### config.mk
export PLATFORM = sky130hd
export DESIGN_NAME = sram_async_ctrl
export DESIGN_NICKNAME = d
export VERILOG_FILES = /design/src/rtl/sram_ctrl_pkg.sv /design/src/rtl/sram_phase_timer.sv /design/src/rtl/sram_seq_fsm.sv /design/src/rtl/sram_pin_decode.sv /design/src/rtl/sram_async_ctrl.sv
export SDC_FILE = /design/constraint.sdc
export NUM_CORES = 1
export LEC_CHECK = 0
export BUFFER_PORTS_ARGS = -buffer_cell sky130_fd_sc_hd__clkbuf_2
export CORE_ASPECT_RATIO = 1.1
export CORE_MARGIN = 2
export CORE_UTILIZATION = 47
export DETAILED_ROUTE_END_ITERATION = 10
export HOLD_SLACK_MARGIN = 0.03
export PLACE_DENSITY = 0.91
export SKIP_CTS_REPAIR_TIMING = 1
export SYNTH_ARGS = -nofsm -noshare
export SYNTH_HDL_FRONTEND = slang
export SYNTH_SLANG_ARGS = --single-unit
### constraint.sdc
create_clock -name clk -period 2 [get_ports clk]
set_clock_uncertainty 0.15 [all_clocks]
set_input_delay 0.4 -clock clk [delete_from_list [all_inputs] [get_ports clk]]
set_output_delay 0.4 -clock clk [all_outputs]
set_load 0.005 [all_outputs]
### src/rtl/sram_ctrl_pkg.sv
package sram_ctrl_pkg;

   typedef enum logic [2:0] {
      PH_IDLE,
      PH_RD,
      PH_RD_FLOAT,
      PH_WR,
      PH_WR_HOLD,
      PH_WR_TAIL
   } phase_e;

   // Whole clock cycles covering a time in ns, never fewer than one.
   function automatic int unsigned ns_to_cycles(input int unsigned t_ns,
                                                input int unsigned period_ns);
      int unsigned c;
      c = (t_ns + period_ns - 1) / period_ns;
      if (c < 1) c = 1;
      return c;
   endfunction

   function automatic int unsigned max_u(input int unsigned a, input int unsigned b);
      return (a > b) ? a : b;
   endfunction

endpackage

### src/rtl/sram_phase_timer.sv
module sram_phase_timer #(
   parameter int CNT_W = 4
) (
   input  logic             clk,
   input  logic             rst_n,
   input  logic             load,
   input  logic [CNT_W-1:0] load_val,
   output logic             done
);
   logic [CNT_W-1:0] cnt_q;

   always_ff @(posedge clk or negedge rst_n) begin
      if (!rst_n)            cnt_q <= '0;
      else if (load)         cnt_q <= load_val;
      else if (cnt_q != '0)  cnt_q <= cnt_q - 1'b1;
   end

   assign done = (cnt_q == '0);

   // Window length accuracy behind R3/R6: an unloaded running count steps down by one.
   assert_count_step_R3: assert property (@(posedge clk) disable iff (!rst_n)
      (!load && !done) |=> (cnt_q == $past(cnt_q) - 1'b1));

endmodule

### src/rtl/sram_seq_fsm.sv
module sram_seq_fsm
   import sram_ctrl_pkg::*;
#(
   parameter int ADDR_W = 17,
   parameter int DATA_W = 8,
   parameter int CNT_W  = 4,
   parameter int N_RD   = 7,
   parameter int N_HZ   = 3,
   parameter int N_WP   = 6,
   parameter int N_TAIL = 1
) (
   input  logic              clk,
   input  logic              rst_n,
   input  logic              req,
   input  logic              we,
   input  logic [ADDR_W-1:0] addr,
   input  logic [DATA_W-1:0] wdata,
   input  logic              tmr_done,
   output logic              tmr_load,
   output logic [CNT_W-1:0]  tmr_val,
   output phase_e            phase,
   output logic              ready,
   output logic              capture,
   output logic [ADDR_W-1:0] addr_q,
   output logic [DATA_W-1:0] wdata_q
);
   phase_e phase_q, phase_d;
   logic   accept;

   always_comb begin
      phase_d  = phase_q;
      tmr_load = 1'b0;
      tmr_val  = '0;
      accept   = 1'b0;
      capture  = 1'b0;
      unique case (phase_q)
         PH_IDLE: if (req) begin
            accept   = 1'b1;
            tmr_load = 1'b1;
            if (we) begin
               phase_d = PH_WR;
               tmr_val = CNT_W'(N_WP - 1);
            end else begin
               phase_d = PH_RD;
               tmr_val = CNT_W'(N_RD - 1);
            end
         end
         PH_RD: if (tmr_done) begin
            capture  = 1'b1;
            tmr_load = 1'b1;
            tmr_val  = CNT_W'(N_HZ - 1);
            phase_d  = PH_RD_FLOAT;
         end
         PH_RD_FLOAT: if (tmr_done) phase_d = PH_IDLE;
         PH_WR:       if (tmr_done) phase_d = PH_WR_HOLD;
         PH_WR_HOLD: begin
            tmr_load = 1'b1;
            tmr_val  = CNT_W'(N_TAIL - 1);
            phase_d  = PH_WR_TAIL;
         end
         PH_WR_TAIL:  if (tmr_done) phase_d = PH_IDLE;
         default:     phase_d = PH_IDLE;
      endcase
   end

   always_ff @(posedge clk or negedge rst_n) begin
      if (!rst_n) begin
         phase_q <= PH_IDLE;
         addr_q  <= '0;
         wdata_q <= '0;
      end else begin
         phase_q <= phase_d;
         if (accept) begin
            addr_q  <= addr;
            wdata_q <= wdata;
         end
      end
   end

   assign phase = phase_q;
   assign ready = (phase_q == PH_IDLE);

   // the captured request cannot be disturbed while a transaction runs.
   assert_addr_hold_R2: assert property (@(posedge clk) disable iff (!rst_n)
      !ready |=> $stable(addr_q));
   assert_wdata_hold_R2: assert property (@(posedge clk) disable iff (!rst_n)
      !ready |=> $stable(wdata_q));

endmodule

### src/rtl/sram_pin_decode.sv
module sram_pin_decode
   import sram_ctrl_pkg::*;
#(
   parameter int ADDR_W = 17,
   parameter int DATA_W = 8
) (
   input  logic              clk,
   input  logic              rst_n,
   input  phase_e            phase,
   input  logic              capture,
   input  logic [ADDR_W-1:0] addr_q,
   input  logic [DATA_W-1:0] wdata_q,
   input  logic [DATA_W-1:0] dq_in,
   output logic [ADDR_W-1:0] mem_addr,
   output logic [DATA_W-1:0] dq_out,
   output logic              dq_oe,
   output logic              cs_n,
   output logic              cs,
   output logic              oe_n,
   output logic              we_n,
   output logic [DATA_W-1:0] rdata
);
   logic selected;

   always_comb begin
      selected = (phase == PH_RD) || (phase == PH_WR) || (phase == PH_WR_HOLD);
      cs_n     = !selected;
      cs       = selected;
      oe_n     = (phase != PH_RD);
      we_n     = (phase != PH_WR);
      dq_oe    = (phase == PH_WR) || (phase == PH_WR_HOLD);
   end

   assign mem_addr = addr_q;
   assign dq_out   = wdata_q;

   always_ff @(posedge clk or negedge rst_n) begin
      if (!rst_n)       rdata <= '0;
      else if (capture) rdata <= dq_in;
   end

   // read sampling happens only inside an output-enable window.
   assert_capture_in_window_R3: assert property (@(posedge clk) disable iff (!rst_n)
      capture |-> (!oe_n && !cs_n && cs));

endmodule

### src/rtl/sram_async_ctrl.sv
module sram_async_ctrl
   import sram_ctrl_pkg::*;
#(
   parameter int ADDR_W        = 17,
   parameter int DATA_W        = 8,
   parameter int CLK_PERIOD_NS = 10,
   parameter int T_RC_NS       = 70,
   parameter int T_AA_NS       = 70,
   parameter int T_ACS_NS      = 70,
   parameter int T_AOE_NS      = 35,
   parameter int T_CHZ_NS      = 30,
   parameter int T_OHZ_NS      = 30,
   parameter int T_WC_NS       = 70,
   parameter int T_WP_NS       = 50,
   parameter int T_CW_NS       = 55,
   parameter int T_AW_NS       = 55,
   parameter int T_DW_NS       = 45
) (
   input  logic              clk,
   input  logic              rst_n,
   input  logic              host_req,
   input  logic              host_we,
   input  logic [ADDR_W-1:0] host_addr,
   input  logic [DATA_W-1:0] host_wdata,
   output logic              host_ready,
   output logic [DATA_W-1:0] host_rdata,
   output logic [ADDR_W-1:0] mem_addr,
   output logic [DATA_W-1:0] mem_dq_out,
   input  logic [DATA_W-1:0] mem_dq_in,
   output logic              mem_dq_oe,
   output logic              mem_cs_n,
   output logic              mem_cs,
   output logic              mem_oe_n,
   output logic              mem_we_n
);
   localparam int unsigned P = CLK_PERIOD_NS;
   localparam int unsigned N_RD = max_u(max_u(ns_to_cycles(T_RC_NS, P), ns_to_cycles(T_AA_NS, P)),
                                        max_u(ns_to_cycles(T_ACS_NS, P), ns_to_cycles(T_AOE_NS, P)));
   localparam int unsigned N_HZ = max_u(ns_to_cycles(T_CHZ_NS, P), ns_to_cycles(T_OHZ_NS, P));
   localparam int unsigned N_WP = max_u(max_u(ns_to_cycles(T_WP_NS, P), ns_to_cycles(T_CW_NS, P)),
                                        max_u(ns_to_cycles(T_AW_NS, P), ns_to_cycles(T_DW_NS, P)));
   localparam int unsigned N_WC = ns_to_cycles(T_WC_NS, P);
   localparam int unsigned N_TAIL = (N_WC > N_WP + 1) ? (N_WC - N_WP - 1) : 1;
   localparam int unsigned N_MAX = max_u(max_u(N_RD, N_HZ), max_u(N_WP, N_TAIL));
   localparam int CNT_W = $clog2(N_MAX + 1);

   generate
      if (ADDR_W < 1 || ADDR_W > 32) begin : g_bad_addr_w
         $error("sram_async_ctrl: ADDR_W must lie in 1..32");
      end
      if (DATA_W < 1) begin : g_bad_data_w
         $error("sram_async_ctrl: DATA_W must be at least 1");
      end
      if (CLK_PERIOD_NS < 1) begin : g_bad_period
         $error("sram_async_ctrl: CLK_PERIOD_NS must be at least 1");
      end
   endgenerate

   phase_e             phase;
   logic               capture;
   logic               tmr_load;
   logic               tmr_done;
   logic [CNT_W-1:0]   tmr_val;
   logic [ADDR_W-1:0]  addr_q;
   logic [DATA_W-1:0]  wdata_q;

   sram_phase_timer #(.CNT_W(CNT_W)) u_timer (
      .clk      (clk),
      .rst_n    (rst_n),
      .load     (tmr_load),
      .load_val (tmr_val),
      .done     (tmr_done)
   );

   sram_seq_fsm #(
      .ADDR_W (ADDR_W),
      .DATA_W (DATA_W),
      .CNT_W  (CNT_W),
      .N_RD   (int'(N_RD)),
      .N_HZ   (int'(N_HZ)),
      .N_WP   (int'(N_WP)),
      .N_TAIL (int'(N_TAIL))
   ) u_fsm (
      .clk      (clk),
      .rst_n    (rst_n),
      .req      (host_req),
      .we       (host_we),
      .addr     (host_addr),
      .wdata    (host_wdata),
      .tmr_done (tmr_done),
      .tmr_load (tmr_load),
      .tmr_val  (tmr_val),
      .phase    (phase),
      .ready    (host_ready),
      .capture  (capture),
      .addr_q   (addr_q),
      .wdata_q  (wdata_q)
   );

   sram_pin_decode #(.ADDR_W(ADDR_W), .DATA_W(DATA_W)) u_pins (
      .clk      (clk),
      .rst_n    (rst_n),
      .phase    (phase),
      .capture  (capture),
      .addr_q   (addr_q),
      .wdata_q  (wdata_q),
      .dq_in    (mem_dq_in),
      .mem_addr (mem_addr),
      .dq_out   (mem_dq_out),
      .dq_oe    (mem_dq_oe),
      .cs_n     (mem_cs_n),
      .cs       (mem_cs),
      .oe_n     (mem_oe_n),
      .we_n     (mem_we_n),
      .rdata    (host_rdata)
   );

   // ready (from the sequencer) implies quiet pins (from the decoder).
   assert_idle_quiet_R1: assert property (@(posedge clk) disable iff (!rst_n)
      host_ready |-> (mem_cs_n && !mem_cs && mem_oe_n && mem_we_n && !mem_dq_oe));

   // a write strobe never overlaps output enable and always has the chip selected and data driven.
   assert_write_strobe_R6: assert property (@(posedge clk) disable iff (!rst_n)
      !mem_we_n |-> (mem_oe_n && !mem_cs_n && mem_cs && mem_dq_oe));

   // bus drive is confined to the strobe plus one trailing cycle.
   assert_drive_window_R7: assert property (@(posedge clk) disable iff (!rst_n)
      mem_dq_oe |-> (!mem_we_n || $past(!mem_we_n)));

   // read data moves only right after an output-enable window.
   assert_rdata_source_R4: assert property (@(posedge clk) disable iff (!rst_n)
      !$stable(host_rdata) |-> $past(!mem_oe_n));

   // leaving a read never hands the bus straight to the controller.
   assert_read_float_R5: assert property (@(posedge clk) disable iff (!rst_n)
      $rose(mem_oe_n) |-> (!mem_dq_oe && mem_cs_n));

endmodule

==> metrics list <==
* Result of the run: finished, final reports clean
- The number of antenna violations at the first check in global routing came to 0.
- Max-cap violations: 0
- Clock net sink count: 39
- For the pin with the worst max-slew slack, the measured transition is 0.4726 ns.
- Entering global routing, the biggest net connects 40 pins.
- Number of buffers inserted during clock tree synthesis: 5
- The net count of the finished layout is approximately 240.
- Synthesis handed over a netlist of 117 instances.
* Setup repair after global routing missed its margin: no
- Via Count: 1200
* Final hold vios: 0
- Clock-pin slew was measured on the worst setup and hold paths at 0.07 ns.
- Measured along the y axis, the die boundary spans 68.44 um.
- Worst voltage drop across the vdd grid: between 0.6 and 0.7 mV
* H-Tree Depth: 2
- Once layout is done, the placed cells without fillers occupy 2325 sq um.
* Met2 global-route usage: 0.2970
- The max-slew violation count came to 0.
* Ports: 76
* Placement Cell Area: 2202 sq um
- Root buffer cell: sky130_fd_sc_hd__clkbuf_8
- The share of total power dissipated in combinational logic is 0.445.
* Remaining DRCs: 0
* DIE AREA: 4283 sq um
- The critical path is of the flip-flop to flip-flop type.
- Capture instance of the worst register-to-register path: u_pins.rdata[1]$_DFFE_PN0P_
- Number of detailed-route iterations in the first pass: 4
- In the final routed layout, each cell accounts on average for about 14 um.
* P&R area growth vs syn: 31.03%
- Number of nets with antenna violations after routing: 0
* Clk network pwr share: 0.172
- Psw: 1.212 mW
* Buffer depth of the longest clock path: 2
* Type of element launching the critical path: flip-flop
- For met1 alone, demand over resource in global routing was 0.2015.
- For this run the aggregate overflow at the end of global routing stands at 0.
- Setup total negative slack on the finished layout was measured at 0 ns.
* Ys Warns: 0
- Worst min path class: primary input to async pin
- Power density over cell area: 1669 nW/um^2
- Via count of the first global-routing pass: 1212
- In the routed layout, each cell is associated on average with a via count of 4.819.
- # setup viols final: 0
* Sequential fraction of the synthesis area: 0.5501
* Gpl congestion: 0.7796
* Source of the worst register-to-register timing path: u_timer.cnt_q[0]$_DFFE_PN0P_
- Synth Register Bits: 39
- Data arrives at the worst endpoint at 1.89 ns.
- A synthesized cell averages 15.16 sq um.
- Critical path fanouts, max: 8
* Worst setup path startpoint: u_timer.cnt_q[0]$_DFFE_PN0P_
- Final wirelength: 3390 um
* Setup slack of the worst register-to-register path: 0.13 ns
- Capture point of the worst path: u_pins.rdata[1]$_DFFE_PN0P_
- PnR worst setup slack: 0.1302 ns
- The number of nets handed over by synthesis was 156.
* Starting density of the core: 0.4893
- Cell internal power was estimated by the tool at approximately 2.7 mW.
- Maximum achievable frequency: 534.8 MHz
- Worst setup timing slack at the placement stage: between 0.1 and 0.15 ns
* Met3 Use GR: 0.04605
- FF-to-FF path depth: 5
- Sw Ratio: 0.3124
- The count of cells in the finished layout, fillers not included, comes to 249.
* CTS tree: yes
- In this run the tightest slew margin relative to its limit is 0.6849.
- The repair_antennas step left the layout with diodes totalling 0.
- Clk_lat worst skew: 0.28 ns
- Of the cells placed in the final design, the portion with a size suffix greater than 1 is 0.6482.
- Global-route wire length before repair: 5547 um
- Drt initial violations: 67
- Core utilization of the finished layout: 0.6411
- Final period utilization: 0.9349
* Capturing element type of the critical path: flip-flop
- Row generation in the floorplan step produced 23 rows.
- Buffers added on ports: 75
- In the global route stage, overall resource usage came out at 0.1700.
* Total half-perimeter wirelength after legalization and detailed placement: 2569 um
- Fraction of power consumed by sequential logic: 0.383
* Fin crit period: 1.870 ns
- After floorplanning, the core was sized to cover roughly 3600 sq um.
* Floorplan die width: 62.58 um
* Unique cell type count in the Yosys netlist: 30
- Total standard cell area after synthesis: 1774 sq um
- In this run, placement finished with an instance count of 241.
- Standby leakage power: roughly 1.2 nW
- After global routing, the most crowded layer is met2.
- For the worst setup path, the data required time is 2.02 ns.
power by group through the flow:
stage / logic, mW / clock network [mW] / registers [mW]
6_report: 1.73 / 0.668 / 1.49
3_3_place_gp: 1.69 / 0 / 1.47
3_5_place_dp: 1.75 / 0 / 1.49
4_1_cts: 1.75 / 0.685 / 1.48
5_1_grt: 1.91 / 0.728 / 1.54
2_1_floorplan: 1.15 / 0 / 1.45
cells by family (layout without fill, tap and decap cells):
family          Yosys count  in the layout  share of synthesized area
flops                    39             39                     0.5501
xor+xnor                  1              1                   0.004937
fa+ha+maj                 2              2                    0.01410
buf+inv                   9             91                    0.04725
simple gates             22             22                    0.08746
compound gates            9              9                    0.03668
mux                      35             35                     0.2595
through the flow:
step	power [mW]	hold slack (ns)
floorplan	2.598	-0.04559
global placement	3.160	0.3252
detailed placement	3.235	0.3306
CTS	3.918	0.02006
global route	4.180	0.04185
finish	3.881	0.004953
cell usage after synthesis (all sizes together):
master	number	area, sq um
a211oi	1	7.510
a21oi	2	10.01
a221oi	1	8.760
and2	2	15.02
and3b	1	8.760
buf	6	72.57
dfrtp	39	975.9
ha	2	25.02
inv	3	11.26
mux2	34	450.4
mux2i	1	10.01
nand2	5	18.77
nand2b	3	18.77
nand3b	1	7.510
nand4bb	1	27.53
nor2	5	21.27
nor2b	1	6.260
nor3	2	21.27
nor4bb	1	10.01
o21bai	2	15.01
o221ai	1	8.760
o22ai	1	6.260
o2bb2ai	1	8.760
xnor2	1	8.760
worst max-delay path, cell delays in order, from the launching register on:
cell and delay, ns:
sky130_fd_sc_hd__dfrtp_1 0.39, sky130_fd_sc_hd__inv_1 0.09, sky130_fd_sc_hd__ha_1 0.28, sky130_fd_sc_hd__nand4bb_4 0.15, sky130_fd_sc_hd__nor2_2 0.32, sky130_fd_sc_hd__mux2_2 0.38
placed cells by master (no fill, tap or decap), types with 2 or more instances in the layout:
| master | n |
|---|---|
| sky130_fd_sc_hd__inv_1 | 3 |
| sky130_fd_sc_hd__mux2_2 | 16 |
| sky130_fd_sc_hd__clkbuf_2 | 75 |
| sky130_fd_sc_hd__nand2b_1 | 3 |
| sky130_fd_sc_hd__buf_12 | 2 |
| sky130_fd_sc_hd__nand2_1 | 5 |
| sky130_fd_sc_hd__dfrtp_1 | 37 |
| sky130_fd_sc_hd__mux2_4 | 18 |
| sky130_fd_sc_hd__a21oi_1 | 2 |
| sky130_fd_sc_hd__dfrtp_2 | 2 |
| sky130_fd_sc_hd__nor2_2 | 2 |
| sky130_fd_sc_hd__ha_1 | 2 |
| sky130_fd_sc_hd__buf_4 | 3 |
| sky130_fd_sc_hd__o21bai_1 | 2 |
| sky130_fd_sc_hd__clkbuf_8 | 6 |
| sky130_fd_sc_hd__nor2_1 | 3 |
worst min path at each step:
stage	start	end	slack, ns
after detailed placement	rst_n	u_fsm.wdata_q[3]$_DFFE_PN0P_	0.33
after floorplan	rst_n	u_fsm.addr_q[0]$_DFFE_PN0P_	-0.05
after CTS	rst_n	u_fsm.wdata_q[0]$_DFFE_PN0P_	0.02
after global routing	rst_n	u_fsm.addr_q[13]$_DFFE_PN0P_	0.04
final	rst_n	u_fsm.wdata_q[6]$_DFFE_PN0P_	0.005
after global placement	rst_n	u_fsm.wdata_q[1]$_DFFE_PN0P_	0.33
final cells by class:
cell class,count,area [sq um]
inverters,3,11.26
clock buffers,6,82.58
well taps,50,62.56
clock inverters,2,35.03
multi-input cells,69,716.9
fillers,300,1301
repair buffers,80,437.9
flip-flops and latches,39,978.4
state kept, by name, summed over array words and instances (netlist names):
signal and count:
u_fsm.addr_q 17, u_pins.rdata 8, u_fsm.phase 3, u_fsm.wdata_q 8
u_timer.cnt_q 3
metal layers:
metal	vias to the layer above	wire length [um]
li1	573	-
met3	2	140
met4	0	27
met5	-	0
met1	594	1374
met2	31	1847
Note: power is estimated with default switching activity, not from simulation.
